**src/rtl/dpx_pkg.sv**
```systemverilog
package dpx_pkg;

    typedef enum logic [3:0] {
        ALU_AND, ALU_EOR, ALU_SUB, ALU_RSB,
        ALU_ADD, ALU_ADC, ALU_SBC, ALU_RSC,
        ALU_ORR, ALU_MOV, ALU_BIC, ALU_MVN
    } alu_op_e;

    typedef enum logic [1:0] {
        SH_LSL = 2'b00,
        SH_LSR = 2'b01,
        SH_ASR = 2'b10,
        SH_ROR = 2'b11
    } shift_e;

    typedef struct packed {
        alu_op_e    op;
        logic       arith;
        logic       writes;
        logic       handled;
        logic       set_flags;
        shift_e     sh;
        logic [4:0] amt;
        logic [3:0] rd;
    } dec_t;

endpackage

```
**src/rtl/dpx_decode.sv**
```systemverilog
module dpx_decode
    import dpx_pkg::*;
(
    input  logic [27:4] fields,
    output dec_t        dec
);
    logic [3:0] opc;
    logic       sbit;
    logic       foreign;

    assign opc     = fields[24:21];
    assign sbit    = fields[20];
    // 10xx0 belongs to another class; bit 4 set means register-specified shift
    assign foreign = (fields[24:23] == 2'b10) && !sbit;

    always_comb begin
        dec.handled   = (fields[27:25] == 3'b000) && !fields[4] && !foreign;
        dec.set_flags = sbit;
        dec.sh        = shift_e'(fields[6:5]);
        dec.amt       = fields[11:7];
        dec.rd        = fields[15:12];
        dec.writes    = 1'b1;
        dec.arith     = 1'b0;
        dec.op        = ALU_AND;
        case (opc)
            4'b0000: dec.op = ALU_AND;
            4'b0001: dec.op = ALU_EOR;
            4'b0010: begin dec.op = ALU_SUB; dec.arith = 1'b1; end
            4'b0011: begin dec.op = ALU_RSB; dec.arith = 1'b1; end
            4'b0100: begin dec.op = ALU_ADD; dec.arith = 1'b1; end
            4'b0101: begin dec.op = ALU_ADC; dec.arith = 1'b1; end
            4'b0110: begin dec.op = ALU_SBC; dec.arith = 1'b1; end
            4'b0111: begin dec.op = ALU_RSC; dec.arith = 1'b1; end
            4'b1000: begin dec.op = ALU_AND; dec.writes = 1'b0; end
            4'b1001: begin dec.op = ALU_EOR; dec.writes = 1'b0; end
            4'b1010: begin dec.op = ALU_SUB; dec.arith = 1'b1; dec.writes = 1'b0; end
            4'b1011: begin dec.op = ALU_ADD; dec.arith = 1'b1; dec.writes = 1'b0; end
            4'b1100: dec.op = ALU_ORR;
            4'b1101: dec.op = ALU_MOV;
            4'b1110: dec.op = ALU_BIC;
            default: dec.op = ALU_MVN;
        endcase
    end
endmodule

```
**src/rtl/dpx_shifter.sv**
```systemverilog
module dpx_shifter
    import dpx_pkg::*;
#(
    parameter int DATA_W = 32,
    parameter int AMT_W  = 5
) (
    input  logic [DATA_W-1:0] b,
    input  shift_e            sh,
    input  logic [AMT_W-1:0]  amt,
    input  logic              cin,
    output logic [DATA_W-1:0] s,
    output logic              cout
);
    localparam int EXT_W = DATA_W + 1;

    logic [EXT_W-1:0]        up;
    logic [EXT_W-1:0]        dn;
    logic signed [EXT_W-1:0] dn_s;
    logic [DATA_W-1:0]       rot;
    logic                    zero_amt;

    assign zero_amt = (amt == '0);
    assign up   = {1'b0, b} << amt;
    assign dn   = {b, 1'b0} >> amt;
    assign dn_s = $signed({b, 1'b0}) >>> amt;
    assign rot  = (b >> amt) | (b << (DATA_W - int'(amt)));

    always_comb begin
        s    = b;
        cout = cin;
        case (sh)
            SH_LSL: if (!zero_amt) begin
                s    = up[DATA_W-1:0];
                cout = up[DATA_W];
            end
            SH_LSR: if (zero_amt) begin
                s    = '0;
                cout = b[DATA_W-1];
            end else begin
                s    = dn[DATA_W:1];
                cout = dn[0];
            end
            SH_ASR: if (zero_amt) begin
                s    = {DATA_W{b[DATA_W-1]}};
                cout = b[DATA_W-1];
            end else begin
                s    = dn_s[DATA_W:1];
                cout = dn_s[0];
            end
            default: if (zero_amt) begin
                s    = {cin, b[DATA_W-1:1]};
                cout = b[0];
            end else begin
                s    = rot;
                cout = rot[DATA_W-1];
            end
        endcase
    end
endmodule

```
**src/rtl/dpx_alu.sv**
```systemverilog
module dpx_alu
    import dpx_pkg::*;
#(
    parameter int DATA_W = 32
) (
    input  alu_op_e           op,
    input  logic [DATA_W-1:0] a,
    input  logic [DATA_W-1:0] s,
    input  logic              cin,
    input  logic              vin,
    input  logic              sh_c,
    output logic [DATA_W-1:0] res,
    output logic              n,
    output logic              z,
    output logic              c,
    output logic              v
);
    localparam int MSB = DATA_W - 1;

    logic [DATA_W-1:0] x, y;
    logic              ci;
    logic              is_arith;
    logic [DATA_W:0]   sum;

    always_comb begin
        x = a; y = s; ci = 1'b0; is_arith = 1'b1;
        case (op)
            ALU_SUB: begin x = a; y = ~s; ci = 1'b1; end
            ALU_RSB: begin x = s; y = ~a; ci = 1'b1; end
            ALU_ADD: begin x = a; y = s;  ci = 1'b0; end
            ALU_ADC: begin x = a; y = s;  ci = cin;  end
            ALU_SBC: begin x = a; y = ~s; ci = cin;  end
            ALU_RSC: begin x = s; y = ~a; ci = cin;  end
            default: is_arith = 1'b0;
        endcase
    end

    assign sum = {1'b0, x} + {1'b0, y} + {{DATA_W{1'b0}}, ci};

    always_comb begin
        case (op)
            ALU_AND: res = a & s;
            ALU_EOR: res = a ^ s;
            ALU_ORR: res = a | s;
            ALU_MOV: res = s;
            ALU_BIC: res = a & ~s;
            ALU_MVN: res = ~s;
            default: res = sum[DATA_W-1:0];
        endcase
    end

    assign n = res[MSB];
    assign z = (res == '0);
    assign c = is_arith ? sum[DATA_W] : sh_c;
    assign v = is_arith ? ((x[MSB] == y[MSB]) && (sum[MSB] != x[MSB])) : vin;
endmodule

```
**src/rtl/dpx_exec_unit.sv**
```systemverilog
module dpx_exec_unit
    import dpx_pkg::*;
#(
    parameter int DATA_W = 32
) (
    input  logic              clk,
    input  logic              rst_n,
    input  logic              in_valid,
    input  logic [31:0]       in_instr,
    input  logic [DATA_W-1:0] in_op1,
    input  logic [DATA_W-1:0] in_op2,
    input  logic              in_carry,
    input  logic              in_ovf,
    output logic              out_valid,
    output logic [DATA_W-1:0] out_result,
    output logic              out_wr_en,
    output logic [3:0]        out_wr_reg,
    output logic              out_flags_we,
    output logic              out_n,
    output logic              out_z,
    output logic              out_c,
    output logic              out_v,
    output logic              out_unhandled
);
    localparam int AMT_W = 5;

    dec_t              dec;
    logic [DATA_W-1:0] s2, res;
    logic              sh_c, fn, fz, fc, fv;
    logic              unused_fields;

    assign unused_fields = ^{in_instr[31:28], in_instr[19:16], in_instr[3:0]};

    dpx_decode u_dec (.fields(in_instr[27:4]), .dec(dec));

    dpx_shifter #(.DATA_W(DATA_W), .AMT_W(AMT_W)) u_sh (
        .b(in_op2), .sh(dec.sh), .amt(dec.amt), .cin(in_carry),
        .s(s2), .cout(sh_c)
    );

    dpx_alu #(.DATA_W(DATA_W)) u_alu (
        .op(dec.op), .a(in_op1), .s(s2), .cin(in_carry), .vin(in_ovf),
        .sh_c(sh_c), .res(res), .n(fn), .z(fz), .c(fc), .v(fv)
    );

    always_ff @(posedge clk) begin
        if (!rst_n) begin
            out_valid     <= 1'b0;
            out_result    <= '0;
            out_wr_en     <= 1'b0;
            out_wr_reg    <= '0;
            out_flags_we  <= 1'b0;
            out_n         <= 1'b0;
            out_z         <= 1'b0;
            out_c         <= 1'b0;
            out_v         <= 1'b0;
            out_unhandled <= 1'b0;
        end else begin
            out_valid     <= in_valid;
            out_result    <= res;
            out_wr_en     <= in_valid && dec.handled && dec.writes;
            out_wr_reg    <= dec.rd;
            out_flags_we  <= in_valid && dec.handled && dec.set_flags;
            out_n         <= fn;
            out_z         <= fz;
            out_c         <= fc;
            out_v         <= fv;
            out_unhandled <= in_valid && !dec.handled;
        end
    end

    assert_unhandled_silent_R1: assert property (@(posedge clk) disable iff (!rst_n)
        out_unhandled |-> (!out_wr_en && !out_flags_we));

    assert_valid_delay_R2: assert property (@(posedge clk) disable iff (!rst_n)
        out_valid == $past(in_valid));

    assert_idle_quiet_R2: assert property (@(posedge clk) disable iff (!rst_n)
        !out_valid |-> (!out_wr_en && !out_flags_we && !out_unhandled));

    assert_compare_no_write_R5: assert property (@(posedge clk) disable iff (!rst_n)
        $past(in_valid && in_instr[27:25] == 3'b000 && !in_instr[4]
              && in_instr[24:23] == 2'b10 && in_instr[20])
        |-> (!out_wr_en && out_flags_we));

    assert_neg_zero_R8: assert property (@(posedge clk) disable iff (!rst_n)
        out_flags_we |-> (out_n == out_result[DATA_W-1] && out_z == (out_result == '0)));

    assert_ovf_kept_R8: assert property (@(posedge clk) disable iff (!rst_n)
        (out_flags_we && $past(!dec.arith)) |-> (out_v == $past(in_ovf)));

    assert_flag_gate_R9: assert property (@(posedge clk) disable iff (!rst_n)
        out_flags_we |-> $past(in_instr[20]));
endmodule

```
**config.mk**
```make
export PLATFORM = sky130hd
export DESIGN_NAME = dpx_exec_unit
export DESIGN_NICKNAME = d
export VERILOG_FILES = /design/src/rtl/dpx_pkg.sv /design/src/rtl/dpx_decode.sv /design/src/rtl/dpx_shifter.sv /design/src/rtl/dpx_alu.sv /design/src/rtl/dpx_exec_unit.sv
export SDC_FILE = /design/constraint.sdc
export NUM_CORES = 1
export LEC_CHECK = 0
export ABC_AREA = 1
export BUFFER_PORTS_ARGS = -buffer_cell sky130_fd_sc_hd__clkbuf_2
export CORE_ASPECT_RATIO = 0.5
export CORE_MARGIN = 10
export CORE_UTILIZATION = 45
export DETAILED_ROUTE_END_ITERATION = 8
export PLACE_DENSITY = 0.64
export SETUP_SLACK_MARGIN = 0.4
export SLEW_MARGIN = 20
export SYNTH_ARGS = -nofsm -noshare
export SYNTH_HDL_FRONTEND = slang
export SYNTH_SLANG_ARGS = --single-unit
```
**constraint.sdc**
```tcl
create_clock -name clk -period 8.1 [get_ports clk]
set_clock_uncertainty 0.05 [all_clocks]
set_input_delay 0 -clock clk [delete_from_list [all_inputs] [get_ports clk]]
set_output_delay 0 -clock clk [all_outputs]
set_load 0.01 [all_outputs]
```
==> impl_metrics.sql <==
INSERT INTO impl_metrics (metric_group, metric, value, unit) VALUES
('sta', 'timing_worst_slew_pin_value', '1.09', 'ns'),
('sta', 'final.period_utilization', '0.723', ''),
('yosys', 'top_count_cell_post_synth', 'sky130_fd_sc_hd__nand2_1', ''),
('final_layout', 'area.growth.synth_to_final', '7.12', '%'),
('placed_design', 'dp_cells', '2897', ''),
('floorplanning', 'fp.dieW', '259', 'microns'),
('floorplanning', 'fp-row-count', '43', ''),
('yosys', 'yosys_warnings', '0', ''),
('power', 'power.share.combinational', '0.749', ''),
('final_layout', 'drive_above_1_share', '0.106', ''),
('yosys', 'syn-mean-instance-area', '5.13', 'sq um'),
('floorplanning', 'fp.coreArea', '27900', 'sq um'),
('placed_design', 'gp_congestion', '1.06', ''),
('global_routing', 'overflow', '0', ''),
('clock_network', 'setup_bufs_post_cts', '0', ''),
('route', 'wire_per_inst', '22.6', 'microns'),
('placed_design', 'placedInstanceArea', '13500', 'sq um'),
('power', 'internal_power_summed_over_all_cells', '0.000748', 'W'),
('critical_path', 'endpoint_kind', 'flop', ''),
('sta', 'timing.setup.tns', '0', 'ns'),
('critical_path', 'startpoint_kind_of_the_worst_setup_timing_path', 'primary input', ''),
('sta', 'period_needed', '5.86', 'ns'),
('route', 'antenna_left', '0', ''),
('power', 'pwr-share-seq', '0.140', ''),
('yosys', 'post_synthesis_async_set_or_reset_flop_share', '0', ''),
('sta', 'final-setup-viol-count', '0', ''),
('floorplanning', 'overall_die_area', '36000', 'sq um'),
('yosys', 'yosysTopAreaCellShare', '0.229', ''),
('floorplanning', 'fp.dieH', '139', 'microns'),
('route', 'detailedRoute.firstIterationViolations', '2897', ''),
('yosys', 'post_synth_inst_count', '2494', ''),
('worst_hold_path', 'hold_path_startpoint', 'in_instr[27]', ''),
('sta', 'slew_headroom', '0.272', ''),
('critical_path', 'cpMaxStageDelayCell', 'sky130_fd_sc_hd__inv_4', ''),
('power', 'p_switching', '0.00103', 'W'),
('yosys', 'ys_ff_latch', '43', ''),
('final_layout', 'fin_nets', '2700', ''),
('floorplanning', 'ioPinCount', '145', ''),
('power', 'p_sw_frac', '0.579', ''),
('clock_network', 'cts_made_buffers', '5', ''),
('power', 'total_leakage_power', '7.12', 'nW'),
('sta', 'fin_ws', '2.24', 'ns'),
('yosys', 'synth_largest_area_cell', 'sky130_fd_sc_hd__nand3_1', ''),
('run_status', 'run_status', 'finished clean', ''),
('final_layout', 'largest_reg_flops', '32', ''),
('clock_network', 'cts_buffer_depth', '2', ''),
('global_routing', 'grt_max_degree', '69', ''),
('placed_design', 'dpl.hpwl', '51200', 'microns'),
('clock_network', 'cts_htree_levels', '2', ''),
('critical_path', 'crit_fanout', '33', ''),
('critical_path', 'timing.setup.critical_path_class', 'primary input to flop', ''),
('yosys', 'yosysUniqueCellTypes', '56', ''),
('route', 'routed_via_density', '6.23', ''),
('yosys', 'synth_seq_area_share', '0.0672', ''),
('critical_path', 'cp_data_required_time', '8.27', 'ns'),
('power', 'vdd_drop_max', '0.000158', 'V'),
('yosys', 'synth.cell_area', '12800', 'sq um'),
('critical_path', 'worst_ep_arrival_time', '6.03', 'ns'),
('clock_network', 'clock-root-buffer', 'sky130_fd_sc_hd__clkbuf_16', ''),
('route', 'num_vias', '18200', ''),
('yosys', 'synth_enable_flop_cells', '0', ''),
('power', 'power.share.clock', '0.111', ''),
('sta', 'clock.fmax', '171', 'MHz'),
('yosys', 'synth.cells.most_frequent', '713 x sky130_fd_sc_hd__nand2_1, 585 x sky130_fd_sc_hd__nand3_1, 222 x sky130_fd_sc_hd__o21ai_0, 188 x sky130_fd_sc_hd__nor2_1, 153 x sky130_fd_sc_hd__inv_1', ''),
('clock_network', 'cts_tree', 'yes', ''),
('global_routing', 'grt_antenna_before_repair', '0', ''),
('floorplanning', 'initial_core_util', '0.459', ''),
('clock_network', 'clk_pin_slew_worst_paths', '0.06', 'ns'),
('final_layout', 'layout.cells.non_filler', '2915', ''),
('critical_path', 'critical-path-max-stage-delay', '0.46', 'ns'),
('power', 'power.density_cell_area', '129', 'nW/um^2');
## how the worst max path moves through the flow
stage,startpoint,endpoint,slack (ns),cells after the start
3_3_place_gp,in_instr[7],out_z$_SDFF_PN0_,2.22,31
4_1_cts,in_instr[7],out_z$_SDFF_PN0_,2.45,31
3_5_place_dp,in_instr[7],out_z$_SDFF_PN0_,2.18,31
5_1_grt,in_instr[7],out_z$_SDFF_PN0_,1.86,32
2_1_floorplan,in_instr[9],out_z$_SDFF_PN0_,3.72,35
6_report,in_instr[7],out_z$_SDFF_PN0_,2.24,31
## power by group through the flow
stage | clock, W | sequential [W] | combinational, W
floorplan | 0 | 0.000270 | 0.000857
global placement | 0 | 0.000253 | 0.00127
detailed placement | 0 | 0.000253 | 0.00127
CTS | 0.000202 | 0.000248 | 0.00128
global route | 0.000207 | 0.000251 | 0.00146
finish | 0.000198 | 0.000248 | 0.00133
## cell usage in the layout (no fill, tap or decap), types with 6 or more instances in the layout
master	synthesis	layout
sky130_fd_sc_hd__nor2_1	188	185
sky130_fd_sc_hd__dlygate4sd3_1	0	10
sky130_fd_sc_hd__a211oi_1	15	15
sky130_fd_sc_hd__nand2_1	713	713
sky130_fd_sc_hd__o21ai_1	34	35
sky130_fd_sc_hd__clkbuf_2	0	132
sky130_fd_sc_hd__nand4_1	25	25
sky130_fd_sc_hd__a22oi_1	8	8
sky130_fd_sc_hd__inv_2	13	14
sky130_fd_sc_hd__nand3_1	585	585
sky130_fd_sc_hd__a21oi_1	114	114
sky130_fd_sc_hd__o211ai_1	23	23
sky130_fd_sc_hd__nor2_2	6	9
sky130_fd_sc_hd__nand3_2	7	7
sky130_fd_sc_hd__inv_1	153	152
sky130_fd_sc_hd__nand2_4	6	6
sky130_fd_sc_hd__o21ai_0	222	221
sky130_fd_sc_hd__ha_1	65	65
sky130_fd_sc_hd__nor3_1	18	18
sky130_fd_sc_hd__a21o_1	8	8
sky130_fd_sc_hd__dfxtp_1	43	43
sky130_fd_sc_hd__buf_4	12	36
sky130_fd_sc_hd__nand2_2	37	37
## metrics by stage
step	hold WS, ns	util	total power, W
2_1_floorplan	0.0476	-	0.00113
3_3_place_gp	0.130	0.483	0.00152
3_5_place_dp	0.138	0.483	0.00152
4_1_cts	0.0242	0.492	0.00173
5_1_grt	0.0740	0.492	0.00191
6_report	0.0352	0.492	0.00178
## critical path, delay by kind of cell
family | cells | cell delay [ns]
adder cells (fa/ha/maj) | 3 | 1.12
AO/OA/AOI/OAI | 6 | 1.10
XOR/XNOR | 1 | 0.16
AND/OR/NAND/NOR | 16 | 2.18
buffers and inverters | 5 | 1.47
## repair_timing
action | CTS | global route
resized for setup | 0 | 0
endpoints found under the setup margin | 0 | 0
hold buffers | 10 | 0
hold endpoints to repair | 9 | 0
## cell families (layout without fill, tap and decap cells)
group	count (synthesis)	count (layout)	synth area share
fa+ha+maj	67	67	0.0666
flops	43	43	0.0672
simple gates	1609	1609	0.558
xor+xnor	6	6	0.00469
buf+inv	317	356	0.109
compound gates	452	452	0.194
## area by class of cell
class                   count  area [sq um]
flip-flops and latches     43           861
multi-input cells        2134         10600
fillers                  3228         14200
well taps                 382           478
inverters                 170           641
clock buffers               5           125
repair buffers            178          1030
clock inverters             3          23.8
## per-layer routing
metal	vias to the layer above	wire (microns)	global-route usage
met5	-	0	0
met4	0	2020	0.0945
met3	135	9670	0.0873
met2	1324	26500	0.494
met1	8171	27700	0.494
li1	8537	-	-
(Power assumes the default switching activity.)
